File: src/rtl/cdn_tick_pkg.sv
package cdn_tick_pkg;
  // control bit positions that software encodes directly
  localparam int RUN_BIT   = 0;
  localparam int ALLOW_BIT = 1;
  localparam int CLR_BIT   = 4;

  typedef struct packed {
    logic allow;
    logic run;
  } ctrl_t;

  typedef enum logic [1:0] {
    SEL_NONE = 2'd0,
    SEL_CTRL = 2'd1,
    SEL_VAL  = 2'd2
  } rsel_e;
endpackage

File: src/rtl/cdn_bus_decode.sv
module cdn_bus_decode
  import cdn_tick_pkg::*;
#(
  parameter int ADDR_W   = 8,
  parameter logic [ADDR_W-1:0] CTRL_OFS = 8'h40,
  parameter logic [ADDR_W-1:0] VAL_OFS  = 8'h44
) (
  input  logic              wr_en_i,
  input  logic              rd_en_i,
  input  logic [ADDR_W-1:0] addr_i,
  output logic              ctrl_wr_o,
  output logic              val_wr_o,
  output rsel_e             rsel_o
);
  logic hit_ctrl, hit_val;

  always_comb begin
    hit_ctrl  = (addr_i == CTRL_OFS);
    hit_val   = (addr_i == VAL_OFS);
    ctrl_wr_o = wr_en_i & hit_ctrl;
    val_wr_o  = wr_en_i & hit_val;
    if (!rd_en_i)      rsel_o = SEL_NONE;
    else if (hit_ctrl) rsel_o = SEL_CTRL;
    else if (hit_val)  rsel_o = SEL_VAL;
    else               rsel_o = SEL_NONE;
  end
endmodule

File: src/rtl/cdn_ctrl_regs.sv
module cdn_ctrl_regs
  import cdn_tick_pkg::*;
(
  input  logic  clk_i,
  input  logic  rst_i,
  input  logic  ctrl_wr_i,
  input  logic  wr_run_i,
  input  logic  wr_allow_i,
  input  logic  wr_clr_i,
  output ctrl_t ctrl_o,
  output logic  clr_o
);
  ctrl_t ctrl_q;

  always_ff @(posedge clk_i) begin
    if (rst_i) begin
      ctrl_q <= '0;
    end else if (ctrl_wr_i) begin
      ctrl_q.run <= wr_run_i;
      // permission only moves while running; a run=0 write drops it
      if (!wr_run_i)       ctrl_q.allow <= 1'b0;
      else if (ctrl_q.run) ctrl_q.allow <= wr_allow_i;
    end
  end

  assign ctrl_o = ctrl_q;
  assign clr_o  = ctrl_wr_i & wr_clr_i;

  // permission never stands without the run bit
  p_allow_needs_run_r9: assert property (@(posedge clk_i) disable iff (rst_i)
    ctrl_q.allow |-> ctrl_q.run);

  // a disabled write cannot open the permission bit
  p_allow_ignored_r9: assert property (@(posedge clk_i) disable iff (rst_i)
    (ctrl_wr_i && !ctrl_q.run) |=> !ctrl_q.allow);
endmodule

File: src/rtl/cdn_down_counter.sv
module cdn_down_counter #(
  parameter int CNT_W = 32
) (
  input  logic             clk_i,
  input  logic             rst_i,
  input  logic             run_i,
  input  logic             tick_i,
  input  logic             load_i,
  input  logic [CNT_W-1:0] load_val_i,
  output logic [CNT_W-1:0] count_o,
  output logic             expire_o
);
  logic [CNT_W-1:0] count_q;
  logic             active_q;
  logic             at_zero;

  assign at_zero  = (count_q == '0);
  assign expire_o = run_i & active_q & at_zero & ~load_i;

  always_ff @(posedge clk_i) begin
    if (rst_i) begin
      count_q  <= '0;
      active_q <= 1'b0;
    end else if (load_i) begin
      count_q  <= load_val_i;
      active_q <= 1'b1;
    end else if (expire_o) begin
      active_q <= 1'b0;
    end else if (run_i && active_q && tick_i && !at_zero) begin
      count_q <= count_q - 1'b1;
    end
  end

  assign count_o = count_q;

  // a spent count holds at zero until reloaded
  p_no_wrap_r5: assert property (@(posedge clk_i) disable iff (rst_i)
    (at_zero && !load_i) |=> (count_q == '0));

  // no movement while the run bit is low
  p_frozen_r10: assert property (@(posedge clk_i) disable iff (rst_i)
    (!run_i && !load_i) |=> $stable(count_q));

  // at most one step per cycle
  p_single_step_r4: assert property (@(posedge clk_i) disable iff (rst_i)
    (!load_i && !at_zero) |=> (count_q == $past(count_q) || count_q == $past(count_q) - 1'b1));
endmodule

File: src/rtl/cdn_irq_flag.sv
module cdn_irq_flag (
  input  logic clk_i,
  input  logic rst_i,
  input  logic set_i,
  input  logic clr_i,
  input  logic run_i,
  input  logic allow_i,
  output logic irq_o
);
  logic pend_q;
  logic irq_q;

  always_ff @(posedge clk_i) begin
    if (rst_i) begin
      pend_q <= 1'b0;
      irq_q  <= 1'b0;
    end else begin
      if (set_i)      pend_q <= 1'b1;
      else if (clr_i) pend_q <= 1'b0;
      irq_q <= pend_q & allow_i & run_i;
    end
  end

  assign irq_o = irq_q;

  // expiry beats a clear in the same cycle
  p_set_wins_r7: assert property (@(posedge clk_i) disable iff (rst_i)
    set_i |=> pend_q);

  // a lone clear drops the flag
  p_clear_r7: assert property (@(posedge clk_i) disable iff (rst_i)
    (clr_i && !set_i) |=> !pend_q);

  // output only follows an open mask
  p_irq_gate_r6: assert property (@(posedge clk_i) disable iff (rst_i)
    irq_q |-> $past(run_i && allow_i && pend_q));
endmodule

File: src/rtl/cdn_tick_timer.sv
module cdn_tick_timer
  import cdn_tick_pkg::*;
#(
  parameter int ADDR_W = 8,
  parameter int DATA_W = 32,
  parameter int CNT_W  = 32,
  parameter logic [ADDR_W-1:0] CTRL_OFS = 8'h40,
  parameter logic [ADDR_W-1:0] VAL_OFS  = 8'h44
) (
  input  logic              clk_i,
  input  logic              rst_i,
  input  logic              tick_en_i,
  input  logic              wr_en_i,
  input  logic              rd_en_i,
  input  logic [ADDR_W-1:0] addr_i,
  input  logic [DATA_W-1:0] wdata_i,
  output logic [DATA_W-1:0] rdata_o,
  output logic              irq_o
);
  localparam int CTRL_RD_W = ALLOW_BIT + 1;

  logic             ctrl_wr, val_wr, clr, expire;
  rsel_e            rsel;
  ctrl_t            ctrl;
  logic [CNT_W-1:0] count;
  logic [DATA_W-1:0] rdata_q;

  cdn_bus_decode #(.ADDR_W(ADDR_W), .CTRL_OFS(CTRL_OFS), .VAL_OFS(VAL_OFS)) u_dec (
    .wr_en_i   (wr_en_i),
    .rd_en_i   (rd_en_i),
    .addr_i    (addr_i),
    .ctrl_wr_o (ctrl_wr),
    .val_wr_o  (val_wr),
    .rsel_o    (rsel)
  );

  cdn_ctrl_regs u_ctrl (
    .clk_i      (clk_i),
    .rst_i      (rst_i),
    .ctrl_wr_i  (ctrl_wr),
    .wr_run_i   (wdata_i[RUN_BIT]),
    .wr_allow_i (wdata_i[ALLOW_BIT]),
    .wr_clr_i   (wdata_i[CLR_BIT]),
    .ctrl_o     (ctrl),
    .clr_o      (clr)
  );

  cdn_down_counter #(.CNT_W(CNT_W)) u_cnt (
    .clk_i      (clk_i),
    .rst_i      (rst_i),
    .run_i      (ctrl.run),
    .tick_i     (tick_en_i),
    .load_i     (val_wr & ctrl.run),
    .load_val_i (CNT_W'(wdata_i)),
    .count_o    (count),
    .expire_o   (expire)
  );

  cdn_irq_flag u_irq (
    .clk_i   (clk_i),
    .rst_i   (rst_i),
    .set_i   (expire),
    .clr_i   (clr),
    .run_i   (ctrl.run),
    .allow_i (ctrl.allow),
    .irq_o   (irq_o)
  );

  always_ff @(posedge clk_i) begin
    if (rst_i) begin
      rdata_q <= '0;
    end else begin
      case (rsel)
        SEL_CTRL: rdata_q <= DATA_W'({ctrl.allow, ctrl.run});
        SEL_VAL:  rdata_q <= DATA_W'(count);
        default:  rdata_q <= '0;
      endcase
    end
  end

  assign rdata_o = rdata_q;

  // a disabled count write leaves the count alone
  p_val_ignored_r8: assert property (@(posedge clk_i) disable iff (rst_i)
    (val_wr && !ctrl.run) |=> $stable(count));

  // control readback never shows bits above the permission bit
  p_ctrl_rd_r2: assert property (@(posedge clk_i) disable iff (rst_i)
    (rsel == SEL_CTRL) |=> (rdata_q >> CTRL_RD_W) == '0);
endmodule

File: config.mk
export PLATFORM = sky130hd
export DESIGN_NAME = cdn_tick_timer
export DESIGN_NICKNAME = d
export VERILOG_FILES = /design/src/rtl/cdn_tick_pkg.sv /design/src/rtl/cdn_bus_decode.sv /design/src/rtl/cdn_ctrl_regs.sv /design/src/rtl/cdn_down_counter.sv /design/src/rtl/cdn_irq_flag.sv /design/src/rtl/cdn_tick_timer.sv
export SDC_FILE = /design/constraint.sdc
export NUM_CORES = 1
export LEC_CHECK = 0
export ABC_AREA = 0
export BUFFER_PORTS_ARGS = -buffer_cell sky130_fd_sc_hd__buf_4
export CAP_MARGIN = 20
export CELL_PAD_IN_SITES_DETAIL_PLACEMENT = 0
export CELL_PAD_IN_SITES_GLOBAL_PLACEMENT = 1
export CORE_ASPECT_RATIO = 1.4
export CORE_MARGIN = 2
export CORE_UTILIZATION = 43
export CTS_CLUSTER_DIAMETER = 150
export DETAILED_ROUTE_END_ITERATION = 6
export PLACE_DENSITY_LB_ADDON = 0.3
export REMOVE_ABC_BUFFERS = 1
export SLEW_MARGIN = 20
export SYNTH_ARGS = -nofsm -noshare
export SYNTH_HDL_FRONTEND = slang
export SYNTH_HIERARCHICAL = 1
export SYNTH_SLANG_ARGS = --single-unit
File: constraint.sdc
create_clock -name clk_i -period 7.31 [get_ports clk_i]
set_clock_uncertainty 0.2 [all_clocks]
set_input_delay 1.462 -clock clk_i [delete_from_list [all_inputs] [get_ports clk_i]]
set_output_delay 1.462 -clock clk_i [all_outputs]
set_load 0.03 [all_outputs]
After elaboration in Yosys (flattened, before gate mapping)
Cells that the tools add are included.
{"block": "totals", "ff_bits": 69, "in_bits": 45, "word_cells": 47}
{"block": "op_classes", "addsub": 1, "eq_ne": 6, "n_mux": 13, "bitwise": 10, "n_reduce_logical": 10}
{"operator": "$mux W32", "n": 3}
{"operator": "$pmux W32 S2", "n": 1}
{"operator": "$logic_not A32 Y1", "n": 1}
{"operator": "$sub A32 B1 Y32 const B", "n": 1}
{"operator": "$eq A8 B7 Y1 const B", "n": 2}
{"operator": "$and A1 B1 Y1", "n": 9}
{"operator": "$mux W1", "n": 6}
{"operator": "$mux W2", "n": 3}
{"operator": "$reduce_bool A2 Y1", "n": 3}
{"operator": "$ne A2 B1 Y1 const B", "n": 2}
{"operator": "$reduce_and A2 Y1", "n": 2}
{"operator": "$logic_and A1 B1 Y1", "n": 3}
{"operator": "$eq A2 B1 Y1 const B", "n": 1}
{"operator": "$eq A2 B2 Y1 const B", "n": 1}
{"operator": "$logic_not A1 Y1", "n": 1}
{"operator": "$not A1 Y1", "n": 1}

Logic depth before layout (Yosys ltp)
{"block": "depth", "ltp_word": 7, "depth_mapped": 10}

Modules after synthesis
The synthesis kept the hierarchy.
{"mod": "cdn_down_counter", "n_inst": 1, "cells_each": 253, "area_per_inst_um2": 2135.8}
{"mod": "cdn_tick_timer", "n_inst": 1, "cells_each": 75, "area_per_inst_um2": 963.4}
{"mod": "cdn_ctrl_regs", "n_inst": 1, "cells_each": 9, "area_per_inst_um2": 87.6}
{"mod": "cdn_bus_decode", "n_inst": 1, "cells_each": 9, "area_per_inst_um2": 72.6}
{"mod": "cdn_irq_flag", "n_inst": 1, "cells_each": 6, "area_per_inst_um2": 68.8}

Worst setup path after synthesis
OpenSTA, ideal clock, no wires.
{"block": "synth_path", "kind": "input -> register", "from": "input port addr_i[1]", "to": "register u_irq.pend_q", "arrival_ns": 3.301, "slack_ns": 3.696, "stages": 10, "n_path_buf": 3, "path_cell_list": "or4_4 > nor3_1 > and2_1 > clkbuf_1 > inv_1 > clkbuf_1 > clkbuf_1 > and4_1 > inv_1 > a21oi_2"}
{"block": "synth_between", "elab_chain_cells": 6, "elab_cells_between_ends": 10, "classes_between": "eq/ne: 2; mux: 1; bitwise: 6; reduce/logical: 1"}
{"item": "from (decl)", "line": "cdn_tick_timer.sv:15", "text": "input logic [ADDR_W-1:0] addr_i,"}
{"item": "$eq A8 B7 Y1 *", "line": "cdn_bus_decode.sv:19", "text": "hit_val = (addr_i == VAL_OFS);"}
{"item": "$and A1 B1 Y1 *", "line": "cdn_bus_decode.sv:21", "text": "val_wr_o = wr_en_i & hit_val;"}
{"item": "net val_wr", "line": "cdn_tick_timer.sv:22", "text": "logic ctrl_wr, val_wr, clr, expire;"}
{"item": "$and A1 B1 Y1 *", "line": "cdn_tick_timer.sv:53", "text": ".load_i (val_wr & ctrl.run),"}
{"item": "$not A1 Y1 *", "line": "cdn_down_counter.sv:18", "text": "assign expire_o = run_i & active_q & at_zero & ~load_i;"}
{"item": "$and A1 B1 Y1 *", "line": "cdn_down_counter.sv:18"}
{"item": "net expire", "line": "cdn_tick_timer.sv:22"}
{"item": "$mux W1 / $reduce_bool A2 Y1 (equally long branches)"}
{"item": "to (signal assigned)", "line": "cdn_irq_flag.sv:15", "text": "pend_q <= 1'b0;"}
{"item": "to (signal assigned)", "line": "cdn_irq_flag.sv:18", "text": "if (set_i) pend_q <= 1'b1;"}
{"item": "to (signal assigned)", "line": "cdn_irq_flag.sv:19", "text": "else if (clr_i) pend_q <= 1'b0;"}
{"item": "to (decl)", "line": "cdn_irq_flag.sv:10", "text": "logic pend_q;"}
Mark *: on every way through the listed nets, which the timed path passes. The rest lies on a longest branch.
A chain may end at the register's enable or synchronous reset.

Worst setup path after layout
{"block": "layout_path", "from": "input port addr_i[1]", "to": "register u_cnt.count_q[1] (netlist: u_cnt/count_o[1])"}
{"block": "layout_between", "elab_chain_cells": 7, "elab_cells_between_ends": 9, "classes_between": "eq/ne: 2; mux: 1; bitwise: 4; reduce/logical: 2"}
{"item": "$eq A8 B7 Y1 *", "line": "cdn_bus_decode.sv:19"}
{"item": "$and A1 B1 Y1 *", "line": "cdn_bus_decode.sv:21"}
{"item": "net val_wr", "line": "cdn_tick_timer.sv:22"}
{"item": "$and A1 B1 Y1 *", "line": "cdn_tick_timer.sv:53"}
{"item": "$not A1 Y1", "line": "cdn_down_counter.sv:18"}
{"item": "$and A1 B1 Y1", "line": "cdn_down_counter.sv:18"}
{"item": "$ne A2 B1 Y1 (no line)"}
{"item": "$reduce_and A2 Y1 (no line)"}
{"item": "to (signal assigned)", "line": "cdn_down_counter.sv:25", "text": "count_q <= load_val_i;"}
{"item": "to (signal assigned)", "line": "cdn_down_counter.sv:30", "text": "count_q <= count_q - 1'b1;"}
{"item": "to (decl)", "line": "cdn_down_counter.sv:13", "text": "logic [CNT_W-1:0] count_q;"}
Marked as above.

==> insert_results.sql <==
INSERT INTO impl_metrics (metric_group, metric, value, unit) VALUES
('worst_setup_path', 'critical_path.n_buffers_inverters', '3', ''),
('clock_tree', 'cts_buffers', '9', ''),
('detailed_routing', 'route.vias.total', '2866', ''),
('placed_design', 'detailed_place_hpwl', '5370', 'µm'),
('placed_design', 'io_buffers', '77', ''),
('worst_setup_path', 'worst_setup_path_start_kind', 'primary input', ''),
('worst_setup_path', 'worstSetupStartpoint', 'addr_i[1]', ''),
('floorplanning', 'ioPinCount', '78', ''),
('logic_synthesis', 'dominantRegCellSynth', 'sky130_fd_sc_hd__dfxtp_1', ''),
('placed_design', 'gpl.final_weighted_congestion', '0.767', ''),
('finish', 'fraction_of_final_layout_cells_sized_beyond_drive_strength_1', '32.3', '%'),
('timing', 'report.final.hold_viol_count', '0', ''),
('pwr', 'vdd_ir_drop_max', '0.101', 'mV'),
('clock_tree', 'number_of_h_tree_levels', '3', ''),
('logic_synthesis', 'syn-mean-instance-area', '9.46', 'µm²'),
('timing', 'max_freq', '0.266', 'GHz'),
('timing', 'period_needed', '3.76', 'ns'),
('worst_setup_path', 'timing.reg2reg.setup_slack', '4.79', 'ns'),
('floorplanning', 'floorplan.initialDensity', '43.8', '%'),
('timing', 'fin_setup_tns', '0', 'ns'),
('pwr', 'powerDensity', '181', 'nW/µm²'),
('logic_synthesis', 'synth_area_leader_cell', 'sky130_fd_sc_hd__dfxtp_1', ''),
('pwr', 'power_leakage', '1.69', 'nW'),
('worst_setup_path', 'worst_setup_path_end_kind', 'flop', ''),
('pwr', 'total_power', '0.000753', 'W'),
('detailed_routing', 'totalWireLength', '7840', 'µm'),
('logic_synthesis', 'synth.top_cells.by_area', 'sky130_fd_sc_hd__dfxtp_1 42%, sky130_fd_sc_hd__a311oi_1 5.0%, sky130_fd_sc_hd__and2_2 4.5%, sky130_fd_sc_hd__nor2_1 3.5%, sky130_fd_sc_hd__or3_1 3.0%', ''),
('worst_setup_path', 'critical-path-top-cell-by-count', 'sky130_fd_sc_hd__buf_4', ''),
('worst_setup_path', 'critical_path_arrival', '3.82', 'ns'),
('logic_synthesis', 'number_of_register_bits_inferred_by_synthesis', '69', ''),
('clock_tree', 'tritoncts', 'done', ''),
('worst_setup_path', 'timing.critical_path.slowest_cell_delay', '0.61', 'ns'),
('status', 'outcome', 'finished, final reports clean', ''),
('timing', 'rsz0062_at_grt', 'no', ''),
('grt', 'grt_first_pass_wirelength', '12700', 'µm'),
('grt', 'number_of_global_route_vias_before_repair', '2678', ''),
('logic_synthesis', 'synth_edf_count', '0', ''),
('logic_synthesis', 'async_flop_share', '0', '%'),
('finish', 'nets', '470', ''),
('detailed_routing', 'ant_nets', '0', ''),
('detailed_routing', 'drtPass1Iterations', '4', ''),
('clock_tree', 'clkTransAtPathRegs', '0.07', 'ns'),
('worst_setup_path', 'cp.depth', '9', ''),
('worst_setup_path', 'worstPathMaxFanout', '57', ''),
('clock_tree', 'cts_sinks', '69', ''),
('logic_synthesis', 'synth-seq-area-share', '41.5', '%'),
('detailed_routing', 'via_per_inst', '5.44', ''),
('clock_tree', 'max-clock-path-buffers', '2', ''),
('timing', 'worstMarginPinSlew', '0.718', 'ns'),
('finish', 'area_growth', '25.0', '%'),
('clock_tree', 'worstSkewPairLatency', '0.35', 'ns'),
('timing', 'setup_violations', '0', ''),
('logic_synthesis', 'yosys.area.top_type_share', '41.5', '%'),
('finish', 'seq_area', '1380', 'µm²'),
('clock_tree', 'clock_tree.root_cell', 'sky130_fd_sc_hd__clkbuf_8', ''),
('logic_synthesis', 'number_of_unique_standard_cell_types_used_by_synthesis', '55', ''),
('worst_hold_path', 'worst_hold_path_type', 'flop to flop', ''),
('worst_setup_path', 'r2r-end', 'u_cnt/count_o[23]', ''),
('grt', 'antenna_violations_before_repair', '0', ''),
('worst_setup_path', 'setup.worst_path.end', 'u_cnt/count_o[1]', ''),
('clock_tree', 'quantity_of_gates_resized_following_cts', '0', ''),
('timing', 'slew-limit-headroom', '52.2', '%'),
('detailed_routing', 'initial_drc_count', '114', ''),
('logic_synthesis', 'synth_cells', '352', ''),
('timing', 'min_period_over_period', '51.5', '%'),
('grt', 'groute.usage.overall', '19.3', '%'),
('finish', 'filler_cell_count', '714', ''),
('detailed_routing', 'count_of_unresolved_drc_violations_after_routing', '0', ''),
('timing', 'slew_viol_final', '0', ''),
('grt', 'grt_start_max_net_pins', '58', ''),
('worst_setup_path', 'cell_count_of_the_worst_reg_to_reg_path', '5', '');
## cells in the final DEF, fill, tap and decap left out, types with 6 or more instances in the layout
cell type / instances
sky130_fd_sc_hd__a211oi_1: 9
sky130_fd_sc_hd__a311oi_1: 19
sky130_fd_sc_hd__and2_1: 14
sky130_fd_sc_hd__and2_2: 20
sky130_fd_sc_hd__and4_1: 6
sky130_fd_sc_hd__buf_4: 78
sky130_fd_sc_hd__clkbuf_8: 11
sky130_fd_sc_hd__dfxtp_1: 69
sky130_fd_sc_hd__inv_1: 13
sky130_fd_sc_hd__nand2_1: 12
sky130_fd_sc_hd__nor2_1: 31
sky130_fd_sc_hd__nor3_1: 16
sky130_fd_sc_hd__nor4_1: 7
sky130_fd_sc_hd__o31ai_1: 6
sky130_fd_sc_hd__or3_1: 16
sky130_fd_sc_hd__or4_1: 7
## how the worst min path moves through the flow
stage,to,slack [ns],cells after the start
2_1_floorplan,u_irq/pend_q,0.25,2
3_3_place_gp,u_irq/pend_q,0.28,2
3_5_place_dp,u_irq/pend_q,0.28,2
4_1_cts,u_irq/pend_q,0.30,2
5_1_grt,u_irq/pend_q,0.31,2
6_report,u_irq/pend_q,0.30,2
## metal layers
| metal | part of all wire [%] | vias up | track usage [%] |
|---|---|---|---|
| li1 | - | 1460 | - |
| met1 | 44 | 1321 | 22.8 |
| met2 | 50 | 72 | 32.9 |
| met3 | 3.6 | 13 | 2.92 |
| met4 | 2.6 | 0 | 11.9 |
| met5 | 0 | - | 0 |
## metrics by stage
stage          instances  utilization (%)  instance area [µm²]  hold slack, ns  worst slack [ns]
2_1_floorplan        333                -                 3220           0.253              3.22
3_3_place_gp         511             51.7                 3930           0.285              3.26
3_5_place_dp         511             51.7                 3930           0.283              3.17
4_1_cts              527             54.7                 4160           0.299              3.52
5_1_grt              527             54.7                 4160           0.312              3.28
6_report             527             54.7                 4160           0.297              3.55
## final cells by class
class | instances | area share, %
repair buffers | 78 | 14.1
multi-input cells | 251 | 43.1
clock buffers | 12 | 3.73
clock inverters | 4 | 1.68
well taps | 100 | 3.01
inverters | 13 | 1.17
flip-flops and latches | 69 | 33.2
## flip-flops by register name, summed over array words and instances, names as in the netlist
name,flops
u_ctrl/ctrl_o,2
u_cnt/count_o,32
rdata_o,32
u_cnt/active_q,1
u_irq/irq_o,1
u_irq/pend_q,1
## Yosys cell counts, drive strengths merged, types with 3 or more instances
| cell type | count |
|---|---|
| nand2 | 12 |
| or3 | 16 |
| and2 | 34 |
| a21oi | 4 |
| nor2b | 4 |
| nand2b | 5 |
| inv | 13 |
| or4 | 8 |
| mux2i | 3 |
| dfxtp | 69 |
| nor2 | 32 |
| o31ai | 7 |
| a311oi | 20 |
| a31oi | 3 |
| nor4 | 16 |
| nand3 | 6 |
| clkbuf | 12 |
| o21ai | 10 |
| a211oi | 9 |
| xnor2 | 3 |
| buf | 7 |
| and4 | 6 |
| o211ai | 3 |
| nand4 | 5 |
| and3 | 3 |
| ha | 3 |
| nor3 | 19 |
## power by group
group / switching, W / internal (W) / leakage, nW
combinational: 0.0000103 / 0.0000162 / 1.01
clock: 0.000141 / 0.000210 / 0.116
sequential: 0.0000000170 / 0.000376 / 0.555
total: 0.000151 / 0.000602 / 1.69
## cell families (layout without fill, tap and decap cells)
family                     after synthesis  in the layout  synth area share [%]
xor gates and xnor gates                 4              4                  1.05
AOI/OAI and AO/OA                       68             68                  16.5
and+or+nand+nor                        173            173                  34.3
adders and majority gates                3              3                  1.13
buffers and inverters                   32            107                  4.62
DFF                                     69             69                  41.5
muxes                                    3              3                 0.902
## worst register-to-register path: stages, from the launching register on
cell and delay (ns):
sky130_fd_sc_hd__dfxtp_1 0.38, sky130_fd_sc_hd__nor4_2 0.48, sky130_fd_sc_hd__nand4_4 0.25, sky130_fd_sc_hd__o31ai_4 0.68, sky130_fd_sc_hd__o41ai_1 0.17, sky130_fd_sc_hd__a311oi_1 0.27
(Power assumes the default switching activity.)
